### config.mk
export PLATFORM = sky130hd
export DESIGN_NAME = rx_desc_ring
export DESIGN_NICKNAME = d
export VERILOG_FILES = /design/src/rtl/rx_desc_ring_pkg.sv /design/src/rtl/rx_ring_ptr.sv /design/src/rtl/rx_budget.sv /design/src/rtl/rx_desc_ring.sv
export SDC_FILE = /design/constraint.sdc
export NUM_CORES = 1
export LEC_CHECK = 0
export BUFFER_PORTS_ARGS = -buffer_cell sky130_fd_sc_hd__buf_2
export CELL_PAD_IN_SITES_DETAIL_PLACEMENT = 0
export CELL_PAD_IN_SITES_GLOBAL_PLACEMENT = 1
export CORE_MARGIN = 4
export CORE_UTILIZATION = 41
export DETAILED_ROUTE_END_ITERATION = 10
export PLACE_DENSITY = 0.87
export SETUP_SLACK_MARGIN = 0.02
export SLEW_MARGIN = 20
export SYNTH_ARGS = -nofsm -noshare
export SYNTH_HDL_FRONTEND = slang
export SYNTH_SLANG_ARGS = --single-unit
### constraint.sdc
create_clock -name clk -period 2.7 [get_ports clk]
set_clock_uncertainty 0.2 [all_clocks]
set_input_delay 0 -clock clk [delete_from_list [all_inputs] [get_ports clk]]
set_output_delay 0 -clock clk [all_outputs]
set_load 0.01 [all_outputs]
### src/rtl/rx_desc_ring_pkg.sv
package rx_desc_ring_pkg;
  typedef enum logic [3:0] {
    ST_INIT, ST_RD_STAT, ST_RD_HI, ST_RD_LO, ST_DECIDE,
    ST_FILL, ST_HOLD, ST_WB_LEN, ST_WB_STAT
  } rx_state_t;

  localparam int BIT_EMPTY = 15;
  localparam int BIT_WRAP  = 13;
  localparam int BIT_LAST  = 11;
  localparam int BIT_ERR   = 1;

  localparam int OFS_STAT = 0;
  localparam int OFS_LEN  = 2;
  localparam int OFS_AHI  = 4;
  localparam int OFS_ALO  = 6;
  localparam int DESC_BYTES = 8;
endpackage

### src/rtl/rx_ring_ptr.sv
module rx_ring_ptr #(
  parameter int DA_W = 8
) (
  input  logic            clk,
  input  logic            rst_n,
  input  logic            init,
  input  logic            advance,
  input  logic            wrap,
  input  logic [DA_W-1:0] base,
  output logic [DA_W-1:0] ptr
);
  import rx_desc_ring_pkg::*;

  localparam logic [DA_W-1:0] ALIGN_MASK = ~DA_W'(DESC_BYTES - 1);
  localparam logic [DA_W-1:0] STEP       = DA_W'(DESC_BYTES);

  logic [DA_W-1:0] base_al;
  assign base_al = base & ALIGN_MASK;

  always_ff @(posedge clk or negedge rst_n) begin
    if (!rst_n)                         ptr <= '0;
    else if (init || (advance && wrap)) ptr <= base_al;
    else if (advance)                   ptr <= ptr + STEP;
  end


  wrap_reload_chk: assert property (@(posedge clk) disable iff (!rst_n)
    (advance && wrap) |=> (ptr == $past(base_al)));
endmodule

### src/rtl/rx_budget.sv
module rx_budget #(
  parameter int MA_W  = 32,
  parameter int LEN_W = 16
) (
  input  logic             clk,
  input  logic             rst_n,
  input  logic             load,
  input  logic             step,
  input  logic [MA_W-1:0]  start_addr,
  input  logic [LEN_W-1:0] limit,
  output logic [MA_W-1:0]  dptr,
  output logic [LEN_W-1:0] used,
  output logic             last_byte
);
  logic [LEN_W-1:0] left;

  always_ff @(posedge clk or negedge rst_n) begin
    if (!rst_n) begin
      dptr <= '0;
      left <= '0;
      used <= '0;
    end else if (load) begin
      dptr <= start_addr;
      left <= limit;
      used <= '0;
    end else if (step) begin
      dptr <= dptr + MA_W'(1);
      left <= left - LEN_W'(1);
      used <= used + LEN_W'(1);
    end
  end

  assign last_byte = (left == LEN_W'(1));


  budget_nonzero_chk: assert property (@(posedge clk) disable iff (!rst_n)
    step |-> (left != '0));


  dptr_step_chk: assert property (@(posedge clk) disable iff (!rst_n)
    (step && !load) |=> (dptr == $past(dptr) + MA_W'(1)));
endmodule

### src/rtl/rx_desc_ring.sv
module rx_desc_ring #(
  parameter int DA_W  = 8,
  parameter int MA_W  = 32,
  parameter int LEN_W = 16
) (
  input  logic             clk,
  input  logic             rst_n,
  input  logic [DA_W-1:0]  rx_base,
  input  logic [LEN_W-1:0] max_len,
  input  logic             in_valid,
  output logic             in_ready,
  input  logic [7:0]       in_data,
  input  logic             in_eof,
  input  logic             in_err,
  output logic             mw_valid,
  input  logic             mw_ready,
  output logic [MA_W-1:0]  mw_addr,
  output logic [7:0]       mw_data,
  output logic [DA_W-1:0]  dr_addr,
  input  logic [15:0]      dr_rdata,
  output logic             dw_en,
  output logic [DA_W-1:0]  dw_addr,
  output logic [15:0]      dw_data,
  output logic             busy,
  output logic             done
);
  import rx_desc_ring_pkg::*;

  rx_state_t        st;
  logic [15:0]      stat_q, ahi_q, stat_wb;
  logic [LEN_W-1:0] mrbl_sh, used;
  logic             end_eof, end_err;
  logic [DA_W-1:0]  ptr;
  logic [MA_W-1:0]  dptr;
  logic             last_byte, xfer, closing;

  rx_ring_ptr #(.DA_W(DA_W)) u_ptr (
    .clk(clk), .rst_n(rst_n),
    .init(st == ST_INIT), .advance(st == ST_WB_STAT),
    .wrap(stat_q[BIT_WRAP]), .base(rx_base), .ptr(ptr)
  );

  rx_budget #(.MA_W(MA_W), .LEN_W(LEN_W)) u_bud (
    .clk(clk), .rst_n(rst_n),
    .load(st == ST_DECIDE), .step(xfer),
    .start_addr(MA_W'({ahi_q, dr_rdata})), .limit(max_len),
    .dptr(dptr), .used(used), .last_byte(last_byte)
  );

  // stream pass-through while a buffer is open
  always_comb begin
    mw_valid = (st == ST_FILL) && in_valid;
    in_ready = (st == ST_FILL) ? mw_ready : (st == ST_HOLD);
    mw_addr  = dptr;
    mw_data  = in_data;
    xfer     = mw_valid && mw_ready;
    closing  = xfer && (in_eof || in_err || last_byte);
  end

  always_comb begin
    case (st)
      ST_RD_HI: dr_addr = ptr + DA_W'(OFS_AHI);
      ST_RD_LO: dr_addr = ptr + DA_W'(OFS_ALO);
      default:  dr_addr = ptr + DA_W'(OFS_STAT);
    endcase
  end

  always_comb begin
    stat_wb            = stat_q;
    stat_wb[BIT_EMPTY] = 1'b0;
    stat_wb[BIT_LAST]  = stat_q[BIT_LAST] | end_eof;
    stat_wb[BIT_ERR]   = stat_q[BIT_ERR] | end_err;
    dw_en   = (st == ST_WB_LEN) || (st == ST_WB_STAT);
    dw_addr = (st == ST_WB_LEN) ? ptr + DA_W'(OFS_LEN) : ptr + DA_W'(OFS_STAT);
    dw_data = (st == ST_WB_LEN) ? 16'(used) : stat_wb;
  end

  always_ff @(posedge clk or negedge rst_n) begin
    if (!rst_n) begin
      st      <= ST_INIT;
      stat_q  <= '0;
      ahi_q   <= '0;
      mrbl_sh <= '0;
      end_eof <= 1'b0;
      end_err <= 1'b0;
      busy    <= 1'b0;
      done    <= 1'b0;
    end else begin
      busy <= (st == ST_HOLD) && in_valid;
      done <= (st == ST_WB_STAT);
      case (st)
        ST_INIT:    st <= ST_RD_STAT;
        ST_RD_STAT: st <= ST_RD_HI;
        ST_RD_HI: begin
          stat_q <= dr_rdata;
          st     <= ST_RD_LO;
        end
        ST_RD_LO: begin
          ahi_q <= dr_rdata;
          st    <= ST_DECIDE;
        end
        ST_DECIDE: begin
          mrbl_sh <= max_len;
          end_eof <= 1'b0;
          end_err <= 1'b0;
          st      <= stat_q[BIT_EMPTY] ? ST_FILL : ST_HOLD;
        end
        ST_FILL: if (closing) begin
          end_eof <= in_eof;
          end_err <= in_err;
          st      <= ST_WB_LEN;
        end
        ST_HOLD:    if (in_valid) st <= ST_RD_STAT;
        ST_WB_LEN:  st <= ST_WB_STAT;
        ST_WB_STAT: st <= ST_RD_STAT;
        default:    st <= ST_INIT;
      endcase
    end
  end


  len_bound_chk: assert property (@(posedge clk) disable iff (!rst_n)
    (st == ST_WB_LEN) |-> (used != '0 && used <= mrbl_sh));


  drop_no_write_chk: assert property (@(posedge clk) disable iff (!rst_n)
    (st == ST_HOLD) |-> !mw_valid);


  done_after_wb_chk: assert property (@(posedge clk) disable iff (!rst_n)
    done |-> ($past(dw_en) && !$past(dw_data[BIT_EMPTY])));


  ready_follow_chk: assert property (@(posedge clk) disable iff (!rst_n)
    mw_valid |-> (in_ready == mw_ready));
endmodule

==> impl_metrics.yaml <==
detailed_routing:
  vias_per_cell: 5.60
  drc: 0
  wl_per_cell_microns: 17.6
  wl_met2_microns: 7930
  first_pass_iters: 5
  vias: 5289
  drt_iter0_drc: 333
  met1_length_microns: 7170
  met3WireLength_microns: 1050
  wl_microns: 16600
  ant_nets: 0
  highest_layer: "met4"
finish:
  num-fill-cells: 1267
  design_area_sq_um: 7420
  diodes: 0
  syn_to_final_growth_pct: 27.2
  drive_gt1_share_pct: 25.2
  layout.nets: 819
floorplanning:
  pin_count: 131
  die_w_microns: 127
  dieArea_sq_um: 16200
  start_util_pct: 42.0
  design.core.area_sq_um: 13900
  die_h_microns: 127
  placementRows: 43
synth:
  async_flop_share_pct: 100
  syn_area_per_cell_sq_um: 9.44
  synth_area_leaders: "dfrtp_1 47%, nand2_1 7.0%, mux2_2 6.2%, nand3_1 3.2%, o21ai_0 3.2%"
  yosysWarnings: 0
  yosysTopAreaCell: "dfrtp_1"
  ys_ff_latch: 109
  synth_cells: 618
  ys_seq_area_share_pct: 46.8
  synth-edff-count: 0
  syn_area_sq_um: 5830
  synthTopCellsByCount: "109 x dfrtp_1, 109 x nand2_1, 37 x nand3_1, 37 x nor2_1, 37 x o21ai_0"
  yosysTopAreaCellShare_pct: 46.8
  synth.distinct_cells: 58
  synthFlopType: "dfrtp_1"
setup_path:
  worstSetupStartpoint: "st[3]"
  worstSetupStartpointType: "flip-flop"
  rr_startpoint: "u_bud.left[10]"
  cpMaxStageDelayCell: "dfrtp_1"
  max_stage_delay_ns: 0.41
  required_ns: 2.50
  crit_fanout: 15
  worstSetupPathType: "flip-flop to output port"
  path_cells: "buf_4, nand2b_1, or2_2, inv_1, nand2_1, nand2_1, buf_2"
  crit_top_cell: "nand2_1"
  worst_ep_arrival_time_ns: 2.21
  end_kind: "output port"
sta:
  fin_crit_ns: 2.41
  hold_viol_final: 0
  relSlewSlack_pct: 55.3
  setup_ws_ns: 0.287
  fmax_mhz: 414
  finalSetupViolations: 0
  finalCritPeriodShare_pct: 89.4
  hold_slack_ns: 0.118
  tns_ns: 0
  tightest_slew_ns: 0.665
  rsz0062_at_grt: "no"
  drv_slew: 0
clocking:
  cts_tree: "done"
  cts.sinks: 109
  cts_setup_buffers: 0
  cts_buffers: 9
  path_clk_slew_ns: 0.07
  clock_latency_ns: 0.35
  cts_max_level: 3
  root_buffer: "clkbuf_16"
  cts.path.max_buffers: 2
global_routing:
  grt_max_degree: 75
  first_global_vias: 5457
  grt_first_pass_wirelength_microns: 27600
  grtUsageTotal_pct: 21.1
  overflow: 0
  antenna_found_initial: 0
place:
  hpwl_microns: 11800
  io_buffers: 108
  place_area_sq_um: 6540
  preCtsSetupSlack_ns: 0.402
  gp_congestion: 0.859
power:
  p_leak_nw: 3.36
  powerDensity_nw_per_um2: 1060
  vdd_ir_drop_max_mv: 0.585
  fin_total_pwr_w: 0.00784
flow_run:
  drv_cap: 0
hold_path:
  hold_start: "mw_ready"
  hold_path.class: "input port to flip-flop"
outcome:
  status: "finished, final reports clean"
## routing by layer
metal / up-vias / GRT usage, %
met2: 185 / 34.3
met3: 48 / 3.89
met4: 0 / 9.15
met5: - / 0
met1: 2580 / 27.6
li1: 2476 / -
## metrics by stage
| step | utilization [%] | instances |
|---|---|---|
| global placement | 47.1 | 878 |
| global route | 53.4 | 945 |
| detailed placement | 47.1 | 878 |
| floorplan | - | 620 |
| CTS | 53.4 | 945 |
| finish | 53.4 | 945 |
## repair_timing
action	in CTS	in global routing
resized for setup	0	0
endpoints found under the hold margin	192	0
hold buffers	51	0
## cells in the final DEF, fill, tap and decap left out, drive strengths merged, types with 3 or more instances in the layout
| master | Yosys | routed |
|---|---|---|
| a21oi | 14 | 14 |
| ha | 5 | 5 |
| o311ai | 11 | 11 |
| nand2b | 8 | 8 |
| inv | 8 | 8 |
| a221o | 4 | 4 |
| dfrtp | 109 | 109 |
| nor3 | 18 | 18 |
| clkbuf | 18 | 13 |
| nand4 | 22 | 22 |
| o21ai | 38 | 38 |
| xor2 | 19 | 19 |
| nor2b | 3 | 3 |
| a31oi | 4 | 4 |
| nor4 | 10 | 10 |
| or3 | 6 | 6 |
| or4 | 4 | 4 |
| mux2i | 3 | 3 |
| a22oi | 7 | 7 |
| mux2 | 32 | 32 |
| nor2 | 37 | 37 |
| nand2 | 110 | 110 |
| and3 | 7 | 7 |
| nand3 | 37 | 37 |
| xnor2 | 11 | 11 |
| or2 | 5 | 5 |
| bufinv | 0 | 3 |
| conb | 1 | 3 |
| and2 | 4 | 4 |
| o211ai | 11 | 11 |
| dlygate4sd3 | 0 | 50 |
| buf | 32 | 129 |
## kinds of logic (layout without fill, tap and decap cells)
logic type,Yosys count,in the layout,synth area share (%)
simple gates,280,280,24.8
buf+inv,58,203,4.85
compound gates,100,100,11.3
other cells,1,3,0.0643
xor+xnor,30,30,4.51
mux,35,35,6.69
fa+ha+maj,5,5,1.07
flops,109,109,46.8
## flip-flops by register name, indices dropped and copies added (netlist names)
name	cells
ahi_q	16
busy	1
done	1
end_eof	1
end_err	1
st	4
stat_q	16
u_bud.dptr	32
u_bud.left	16
u_bud.used	16
u_ptr.ptr	5
## layout make-up
| class | count | area (sq um) | share of cell area [%] |
|---|---|---|---|
| multi-input combinational | 453 | 2830 | 38.2 |
| sequential | 109 | 2730 | 36.8 |
| timing repair buffer | 179 | 1240 | 16.7 |
| clock buffer | 13 | 270 | 3.64 |
| tap | 180 | 225 | 3.04 |
| clock inverter | 3 | 90.1 | 1.21 |
| inverter | 8 | 30.0 | 0.405 |
## power by group
group	switching (W)	total (W)	internal (W)
Clock	0.000600	0.00158	0.000984
Combinational	0.00179	0.00322	0.00143
Sequential	0.000706	0.00304	0.00233
## critical path: cells and delay by family (launching register included)
| kind | cells | cell delay [ns] |
|---|---|---|
| DFF | 1 | 0.41 |
| buffers and inverters | 3 | 0.68 |
| and+or+nand+nor | 4 | 0.76 |
## final timing paths
kind | end | slack [ns] | cells after the start
hold / removal | u_bud.used[7] | 0.12 | 6
setup / recovery | dw_data[4] | 0.29 | 7
hold reg to reg | u_bud.dptr[16] | 0.28 | 2
min in group asynchronous | st[0] | 0.52 | 4
setup reg to reg | end_eof | 0.40 | 5
max in group asynchronous | u_bud.dptr[5] | 1.32 | 4
Note: power is estimated with default switching activity, not from simulation.
